--- src/rtl/exc_seq_pkg.sv ---
package exc_seq_pkg;

  typedef enum logic [1:0] {
    SEL_MODE   = 2'd0,
    SEL_CFG    = 2'd1,
    SEL_BASE   = 2'd2,
    SEL_REFILL = 2'd3
  } csr_sel_e;

  typedef enum logic [2:0] {
    P_IDLE    = 3'd0,
    P_DBG     = 3'd1,
    P_REFILL  = 3'd2,
    P_EXC     = 3'd3,
    P_INT     = 3'd4,
    P_RET_DBG = 3'd5,
    P_RET     = 3'd6
  } path_e;

  // Mode write field positions
  localparam int MODE_PLV_LSB = 0;
  localparam int MODE_IE_BIT  = 2;
  localparam int MODE_DA_BIT  = 3;
  localparam int MODE_PG_BIT  = 4;
  localparam int CFG_VS_LSB   = 16;

endpackage

--- src/rtl/exc_irq_arb.sv ---
module exc_irq_arb #(
  parameter int IRQ_W = 13,
  localparam int LINE_W = $clog2(IRQ_W)
) (
  input  logic [IRQ_W-1:0]  status_i,
  input  logic [IRQ_W-1:0]  enable_i,
  output logic              pend_o,
  output logic [LINE_W-1:0] line_o
);

  logic [IRQ_W-1:0] live;

  assign live   = status_i & enable_i;
  assign pend_o = |live;

  // Ascending scan: the last hit is the highest line
  always_comb begin
    line_o = '0;
    for (int i = 0; i < IRQ_W; i++) begin
      if (live[i]) line_o = LINE_W'(i);
    end
  end

endmodule

--- src/rtl/exc_path_sel.sv ---
module exc_path_sel
  import exc_seq_pkg::*;
(
  input  logic  dbg_bp_i,
  input  logic  exc_req_i,
  input  logic  refill_i,
  input  logic  brk_i,
  input  logic  dst_i,
  input  logic  int_ok_i,
  input  logic  ret_i,
  output path_e path_o,
  output logic  dei_set_o
);

  always_comb begin
    dei_set_o = 1'b0;
    if (dbg_bp_i) begin
      path_o = P_DBG;
    end else if (exc_req_i && brk_i && dst_i) begin
      path_o    = P_DBG;
      dei_set_o = 1'b1;
    end else if (exc_req_i && refill_i) begin
      path_o = P_REFILL;
    end else if (exc_req_i) begin
      path_o = P_EXC;
    end else if (int_ok_i) begin
      path_o = P_INT;
    end else if (ret_i) begin
      path_o = dst_i ? P_RET_DBG : P_RET;
    end else begin
      path_o = P_IDLE;
    end
  end

endmodule

--- src/rtl/exc_vec_calc.sv ---
module exc_vec_calc
  import exc_seq_pkg::*;
#(
  parameter int XLEN     = 32,
  parameter int VS_W     = 3,
  parameter int ECODE_W  = 6,
  parameter int LINE_W   = 4,
  parameter int INT_BASE = 64,
  parameter logic [XLEN-1:0] DBG_OFFSET = 'h480
) (
  input  path_e             path_i,
  input  logic [XLEN-1:0]   base_i,
  input  logic [XLEN-1:0]   refill_base_i,
  input  logic [XLEN-1:0]   era_i,
  input  logic [XLEN-1:0]   dera_i,
  input  logic [VS_W-1:0]   vs_i,
  input  logic [ECODE_W-1:0] code_i,
  input  logic [LINE_W-1:0] line_i,
  output logic [XLEN-1:0]   target_o
);

  logic [XLEN-1:0] idx;
  logic [XLEN-1:0] slot_off;

  always_comb begin
    idx      = (path_i == P_INT) ? XLEN'(INT_BASE) + XLEN'(line_i) : XLEN'(code_i);
    // VS of zero collapses every slot onto the base
    slot_off = (vs_i == '0) ? '0 : idx << (32'(vs_i) + 32'd2);
    unique case (path_i)
      P_DBG:        target_o = base_i + DBG_OFFSET;
      P_REFILL:     target_o = refill_base_i;
      P_EXC, P_INT: target_o = base_i + slot_off;
      P_RET_DBG:    target_o = dera_i;
      P_RET:        target_o = era_i;
      default:      target_o = base_i;
    endcase
  end

endmodule

--- src/rtl/exc_entry_seq.sv ---
module exc_entry_seq
  import exc_seq_pkg::*;
#(
  parameter int XLEN       = 32,
  parameter int IRQ_W      = 13,
  parameter int ECODE_W    = 6,
  parameter int ESUB_W     = 9,
  parameter int VS_W       = 3,
  parameter int INT_BASE   = 64,
  parameter int BRK_CODE   = 12,
  parameter int FETCH_CODE = 8,
  parameter logic [XLEN-1:0] RESET_PC   = 32'h1C00_0000,
  parameter logic [XLEN-1:0] DBG_OFFSET = 'h480
) (
  input  logic               clk_i,
  input  logic               rst_ni,
  input  logic [IRQ_W-1:0]   irq_i,
  input  logic               exc_req_i,
  input  logic [ECODE_W-1:0] exc_code_i,
  input  logic [ESUB_W-1:0]  exc_sub_i,
  input  logic               refill_i,
  input  logic               dbg_bp_i,
  input  logic [XLEN-1:0]    pc_i,
  input  logic               ret_i,
  input  logic               csr_we_i,
  input  logic [1:0]         csr_sel_i,
  input  logic [XLEN-1:0]    csr_wdata_i,
  output logic [XLEN-1:0]    next_pc_o,
  output logic               redirect_o,
  output logic               irq_taken_o,
  output logic [1:0]         plv_o,
  output logic               ie_o,
  output logic               da_o,
  output logic               pg_o,
  output logic [1:0]         pplv_o,
  output logic               pie_o,
  output logic [1:0]         rplv_o,
  output logic               rie_o,
  output logic [ECODE_W-1:0] ecode_o,
  output logic [ESUB_W-1:0]  esub_o,
  output logic [XLEN-1:0]    era_o,
  output logic [XLEN-1:0]    rera_o,
  output logic [XLEN-1:0]    badv_o,
  output logic [XLEN-1:0]    dera_o,
  output logic               dst_o,
  output logic               dei_o
);

  localparam int LINE_W = $clog2(IRQ_W);

  // State
  logic [XLEN-1:0]    pc_q, era_q, rera_q, badv_q, dera_q, base_q, rbase_q;
  logic [1:0]         plv_q, pplv_q, rplv_q;
  logic               ie_q, pie_q, rie_q, da_q, pg_q, dst_q, dei_q;
  logic [ECODE_W-1:0] ecode_q;
  logic [ESUB_W-1:0]  esub_q;
  logic [IRQ_W-1:0]   is_q, lie_q;
  logic [VS_W-1:0]    vs_q;
  logic               redirect_q, taken_q;

  // Decision
  logic              pend, int_ok, brk_hit, dei_set;
  logic [LINE_W-1:0] line;
  path_e             path;
  logic [XLEN-1:0]   target;
  csr_sel_e          sel;

  assign sel     = csr_sel_e'(csr_sel_i);
  assign int_ok  = ie_q & ~dst_q & pend;
  assign brk_hit = (exc_code_i == ECODE_W'(BRK_CODE));

  exc_irq_arb #(.IRQ_W(IRQ_W)) u_arb (
    .status_i (is_q),
    .enable_i (lie_q),
    .pend_o   (pend),
    .line_o   (line)
  );

  exc_path_sel u_sel (
    .dbg_bp_i  (dbg_bp_i),
    .exc_req_i (exc_req_i),
    .refill_i  (refill_i),
    .brk_i     (brk_hit),
    .dst_i     (dst_q),
    .int_ok_i  (int_ok),
    .ret_i     (ret_i),
    .path_o    (path),
    .dei_set_o (dei_set)
  );

  exc_vec_calc #(
    .XLEN       (XLEN),
    .VS_W       (VS_W),
    .ECODE_W    (ECODE_W),
    .LINE_W     (LINE_W),
    .INT_BASE   (INT_BASE),
    .DBG_OFFSET (DBG_OFFSET)
  ) u_vec (
    .path_i        (path),
    .base_i        (base_q),
    .refill_base_i (rbase_q),
    .era_i         (era_q),
    .dera_i        (dera_q),
    .vs_i          (vs_q),
    .code_i        (exc_code_i),
    .line_i        (line),
    .target_o      (target)
  );

  always_ff @(posedge clk_i or negedge rst_ni) begin
    if (!rst_ni) begin
      pc_q       <= RESET_PC;
      era_q      <= '0;
      rera_q     <= '0;
      badv_q     <= '0;
      dera_q     <= '0;
      base_q     <= '0;
      rbase_q    <= '0;
      plv_q      <= '0;
      pplv_q     <= '0;
      rplv_q     <= '0;
      ie_q       <= 1'b0;
      pie_q      <= 1'b0;
      rie_q      <= 1'b0;
      da_q       <= 1'b1;
      pg_q       <= 1'b0;
      dst_q      <= 1'b0;
      dei_q      <= 1'b0;
      ecode_q    <= '0;
      esub_q     <= '0;
      is_q       <= '0;
      lie_q      <= '0;
      vs_q       <= '0;
      redirect_q <= 1'b0;
      taken_q    <= 1'b0;
    end else begin
      is_q       <= irq_i;
      redirect_q <= (path != P_IDLE);
      taken_q    <= (path == P_INT);
      if (path != P_IDLE) pc_q <= target;
      unique case (path)
        P_DBG: begin
          dera_q <= pc_i;
          dst_q  <= 1'b1;
          if (dei_set) dei_q <= 1'b1;
        end
        P_REFILL: begin
          rplv_q <= plv_q;
          rie_q  <= ie_q;
          rera_q <= pc_i;
          da_q   <= 1'b1;
          pg_q   <= 1'b0;
          plv_q  <= '0;
          ie_q   <= 1'b0;
        end
        P_EXC, P_INT: begin
          pplv_q  <= plv_q;
          pie_q   <= ie_q;
          era_q   <= pc_i;
          plv_q   <= '0;
          ie_q    <= 1'b0;
          ecode_q <= (path == P_INT) ? '0 : exc_code_i;
          esub_q  <= (path == P_INT) ? '0 : exc_sub_i;
          if (path == P_EXC && exc_code_i == ECODE_W'(FETCH_CODE)) badv_q <= pc_i;
        end
        P_RET_DBG: begin
          dst_q <= 1'b0;
          dei_q <= 1'b0;
        end
        P_RET: begin
          plv_q <= pplv_q;
          ie_q  <= pie_q;
        end
        default: begin
          if (csr_we_i) begin
            unique case (sel)
              SEL_MODE: begin
                plv_q <= csr_wdata_i[MODE_PLV_LSB +: 2];
                ie_q  <= csr_wdata_i[MODE_IE_BIT];
                da_q  <= csr_wdata_i[MODE_DA_BIT];
                pg_q  <= csr_wdata_i[MODE_PG_BIT];
              end
              SEL_CFG: begin
                lie_q <= csr_wdata_i[IRQ_W-1:0];
                vs_q  <= csr_wdata_i[CFG_VS_LSB +: VS_W];
              end
              SEL_BASE:   base_q  <= csr_wdata_i;
              SEL_REFILL: rbase_q <= csr_wdata_i;
              default: ;
            endcase
          end
        end
      endcase
    end
  end

  assign next_pc_o   = pc_q;
  assign redirect_o  = redirect_q;
  assign irq_taken_o = taken_q;
  assign plv_o       = plv_q;
  assign ie_o        = ie_q;
  assign da_o        = da_q;
  assign pg_o        = pg_q;
  assign pplv_o      = pplv_q;
  assign pie_o       = pie_q;
  assign rplv_o      = rplv_q;
  assign rie_o       = rie_q;
  assign ecode_o     = ecode_q;
  assign esub_o      = esub_q;
  assign era_o       = era_q;
  assign rera_o      = rera_q;
  assign badv_o      = badv_q;
  assign dera_o      = dera_q;
  assign dst_o       = dst_q;
  assign dei_o       = dei_q;

endmodule

--- config.mk ---
export PLATFORM = sky130hd
export DESIGN_NAME = exc_entry_seq
export DESIGN_NICKNAME = d
export VERILOG_FILES = /design/src/rtl/exc_seq_pkg.sv /design/src/rtl/exc_irq_arb.sv /design/src/rtl/exc_path_sel.sv /design/src/rtl/exc_vec_calc.sv /design/src/rtl/exc_entry_seq.sv
export SDC_FILE = /design/constraint.sdc
export NUM_CORES = 1
export LEC_CHECK = 0
export ABC_CLOCK_PERIOD_IN_PS = 10750
export BUFFER_PORTS_ARGS = -buffer_cell sky130_fd_sc_hd__buf_2
export CORE_ASPECT_RATIO = 1.4
export CORE_UTILIZATION = 40
export CTS_CLUSTER_SIZE = 8
export DETAILED_ROUTE_END_ITERATION = 8
export PLACE_DENSITY = 0.71
export SETUP_SLACK_MARGIN = 0.5
export SLEW_MARGIN = 0
export SYNTH_ARGS = -nofsm -noshare
export SYNTH_HDL_FRONTEND = slang
export SYNTH_HIERARCHICAL = 1
export SYNTH_SLANG_ARGS = --single-unit
--- constraint.sdc ---
create_clock -name clk_i -period 10.75 [get_ports clk_i]
set_input_delay 2.15 -clock clk_i [delete_from_list [all_inputs] [get_ports clk_i]]
set_output_delay 2.15 -clock clk_i [all_outputs]
set_load 0.03 [all_outputs]
==> results.toml <==
[power]
switching_power_mw = 1.822
clkPwrFrac_pct = 25.5
combPwrFrac_pct = 39.2
total_power_mw = 4.609
p_int_mw = 2.786
p_seq_share_pct = 35.3
ir_drop_mv = 0.1648
swShare_pct = 39.54
power.density_nw_per_um2 = 256.0
power_leakage_nw = 8.620

[timing]
fin_skew_ns = 0.02614
slew_viol_final = 0
finalHoldViolations = 0
post-route-period-util_pct = 65.34
rsz0062_at_grt = "no"
tns_ns = 0
fmaxAchievable_ghz = 0.1424
setup_violations = 0
period_needed_ns = 7.024
setup_slack_ns = 3.726
max_slew_margin_pct = 6.351
worst_slew_pin_slew_ns = 1.400

[global_route]
antenna_found_initial = 1
grt.total_usage_pct = 23.94
grt_pass1_wl_mm = 71.62
grt_overflow = 0
grt_max_degree = 81
grt_pass1_vias = 12140

[synthesis]
syn_area_per_cell_um2 = 11.30
synth.distinct_cells = 84
synth_seq_area_share_pct = 47.18
syn_inst = 1329
synth_nets = 1455
synth_flop_cell = "dfrtp_1"
synth_enable_flop_cells = 0
async_flop_share_pct = 100.0
yosys_register_bits = 283
syn-cell-area_um2 = 15020
ys_warn_count = 6

[detailed_routing]
dr.pass1.iters = 7
wirelength_mm = 46.23
ant_nets = 0
drc_errors = 8
routed_via_density = 5.731
vias = 11940
drt_iter0_drc = 766
routedWlPerCell_um = 22.19

[clocking]
htree_levels = 2
post-cts-setup-buffer-count = 0
clock_sinks = 283
numCtsBuffers = 41
clkLatencyLatePin_ns = 0.53
cts_tree = "yes"
cts_resized = 0
cts_root_buffer = "clkbuf_16"
hold_buffers = 0
clk_pin_slew_worst_paths_ns = 0.05
ctsLongestPathBuffers = 3

[floorplan]
fp.coreArea_um2 = 36870
die_h_um = 231.3
start_util_pct = 40.74
num_io_pins = 291
dieArea_um2 = 38340
die_w_um = 165.8
rows = 83

[status]
status = "complete, but fails checks"
violations = "design-rule violations"

[layout]
final_nets = 1726
fin_cells = 2083
drive_gt1_share_pct = 39.57
fin_util_pct = 48.82
area_delta_synth_final_pct = 19.84

[worst_setup_path]
worst-path-max-fanout = 12
worst-setup-path-type = "in2reg"
arrival_ns = 7.47
cp.required_ns = 11.20
critPathLaunchType = "input port"
rrSetupSlack_ns = 4.78
worstSetupEndpointType = "register"

[placed_design]
io_buffers = 290
pre_cts_ws_ns = 3.390
placed_cells = 2024
gp_congestion = 0.9129
dpl.hpwl_mm = 34.01

[worst_hold_path]
worst_hold_path_type = "reg2reg"

[flow_run]
maxCapViolations = 0
-- final timing paths --
path,start,endpoint,depth (start not counted)
setup / recovery,exc_code_i[1],next_pc_o[28],22
max in group asynchronous,rst_ni,era_o[23],3
hold reg to reg,badv_o[3],badv_o[3],1
min in group asynchronous,rst_ni,pg_o,1
hold / removal,badv_o[3],badv_o[3],1
setup reg to reg,lie_q[4],next_pc_o[28],24
-- through the flow --
step                instance area (µm²)  hold slack (ns)
floorplan                         15020           0.4729
global placement                  16850           0.4648
detailed placement                16850           0.4714
CTS                               18000           0.4899
global route                      18000           0.5054
finish                            18000           0.4871
-- layout by cell type, fill, tap and decap left out, types with 7 or more instances in the layout --
cell type,n
clkbuf_16,43
clkbuf_1,12
nand2_1,77
nor2_1,80
ha_1,24
dfrtp_1,279
and2_1,10
and3_1,8
buf_2,289
mux2i_1,18
a22o_1,25
o21a_1,7
mux2_4,70
buf_4,15
nand2b_1,8
a221oi_1,16
o21ai_0,75
a21o_1,11
xnor2_1,15
inv_1,30
nand3_1,30
nor3_1,16
a21oi_1,90
nand4_1,13
o22ai_1,11
mux2_2,186
a31oi_1,9
a22oi_1,10
xor2_1,13
-- sequential cells by signal, summed over array words and instances (netlist names), 13 cells and up --
signal and count:
is_q 13, rbase_q 32, lie_q 13, dera_o 32
next_pc_o 32, base_q 32, rera_o 32, era_o 32
badv_o 32
-- worst max-delay path, cell delays in order --
cell      delay, ns
buf_2          0.11
nand2b_1       0.13
nor4_1         0.50
and2_1         0.27
a21bo_2        0.17
a21oi_4        0.06
or3b_1         0.58
mux2i_1        0.39
mux2i_1        0.16
mux2i_1        0.28
nand2_1        0.09
o21ai_0        0.17
nor2_1         0.08
ha_1           0.41
a21oi_1        0.11
o21ai_0        0.47
a21oi_1        0.19
o211a_1        0.23
nor2_1         0.23
a21oi_1        0.10
a311o_1        0.32
mux2_2         0.26
-- final cells by class --
cell class / instances / area (µm²)
Timing Repair Buffer: 305 / 1574
Fill cell: 3291 / 18870
Clock inverter: 2 / 13.76
Clock buffer: 56 / 1135
Sequential cell: 283 / 7087
Antenna cell: 1 / 2.502
Inverter: 32 / 120.1
Tap cell: 467 / 584.3
Multi-Input combinational cell: 937 / 7483
-- power groups by stage --
stage | clock, mW | sequential [mW] | combinational (mW)
after floorplan | 0 | 1.94 | 0.901
after global placement | 0 | 1.62 | 1.78
after detailed placement | 0 | 1.64 | 1.79
after CTS | 1.20 | 1.62 | 1.80
after global routing | 1.24 | 1.66 | 1.93
final | 1.17 | 1.63 | 1.81
-- cells by family (layout without fill, tap and decap cells) --
group / count (synthesis) / in the layout / share of synthesized area, %
buffers and inverters: 109 / 395 / 3.282
adders and majority gates: 25 / 25 / 2.133
and+or+nand+nor: 290 / 290 / 9.589
xor gates and xnor gates: 28 / 28 / 1.633
AOI/OAI and AO/OA: 318 / 318 / 13.89
DFF: 283 / 283 / 47.18
other: 0 / 1 / 0
muxes: 276 / 276 / 22.29
-- cells in the mapped netlist, types with 5 or more instances --
| cell type | count | area share, % |
|---|---|---|
| mux2_2 | 186 | 14 |
| xnor2_1 | 15 | 0.87 |
| ha_1 | 24 | 2.0 |
| buf_2 | 10 | 0.33 |
| nand3_1 | 30 | 1.0 |
| mux2i_1 | 18 | 1.2 |
| a22o_1 | 25 | 1.5 |
| clkbuf_1 | 53 | 1.3 |
| o21a_1 | 7 | 0.35 |
| o22ai_1 | 11 | 0.46 |
| inv_1 | 30 | 0.75 |
| or3_1 | 5 | 0.21 |
| nor4_1 | 5 | 0.21 |
| a221oi_1 | 16 | 0.93 |
| nor3_1 | 18 | 0.60 |
| buf_6 | 9 | 0.67 |
| nor2b_1 | 6 | 0.25 |
| and2_1 | 10 | 0.42 |
| dfrtp_1 | 279 | 46 |
| o2111ai_1 | 5 | 0.29 |
| a31oi_1 | 9 | 0.37 |
| xor2_1 | 13 | 0.76 |
| a22oi_1 | 10 | 0.50 |
| nand4_1 | 13 | 0.54 |
| a21o_1 | 11 | 0.55 |
| nand2b_1 | 8 | 0.33 |
| and3_1 | 8 | 0.33 |
| nand2_1 | 77 | 1.9 |
| mux2_4 | 70 | 7.0 |
| nor2_1 | 82 | 2.0 |
| a21oi_1 | 90 | 3.0 |
| o21ai_0 | 75 | 2.5 |
-- metal layers --
metal	track usage (%)	wire (µm)
met5	0	0
met4	10.05	1770
met3	3.757	2712
met2	40.96	22770
met1	30.15	18970
(Power assumes the default switching activity.)
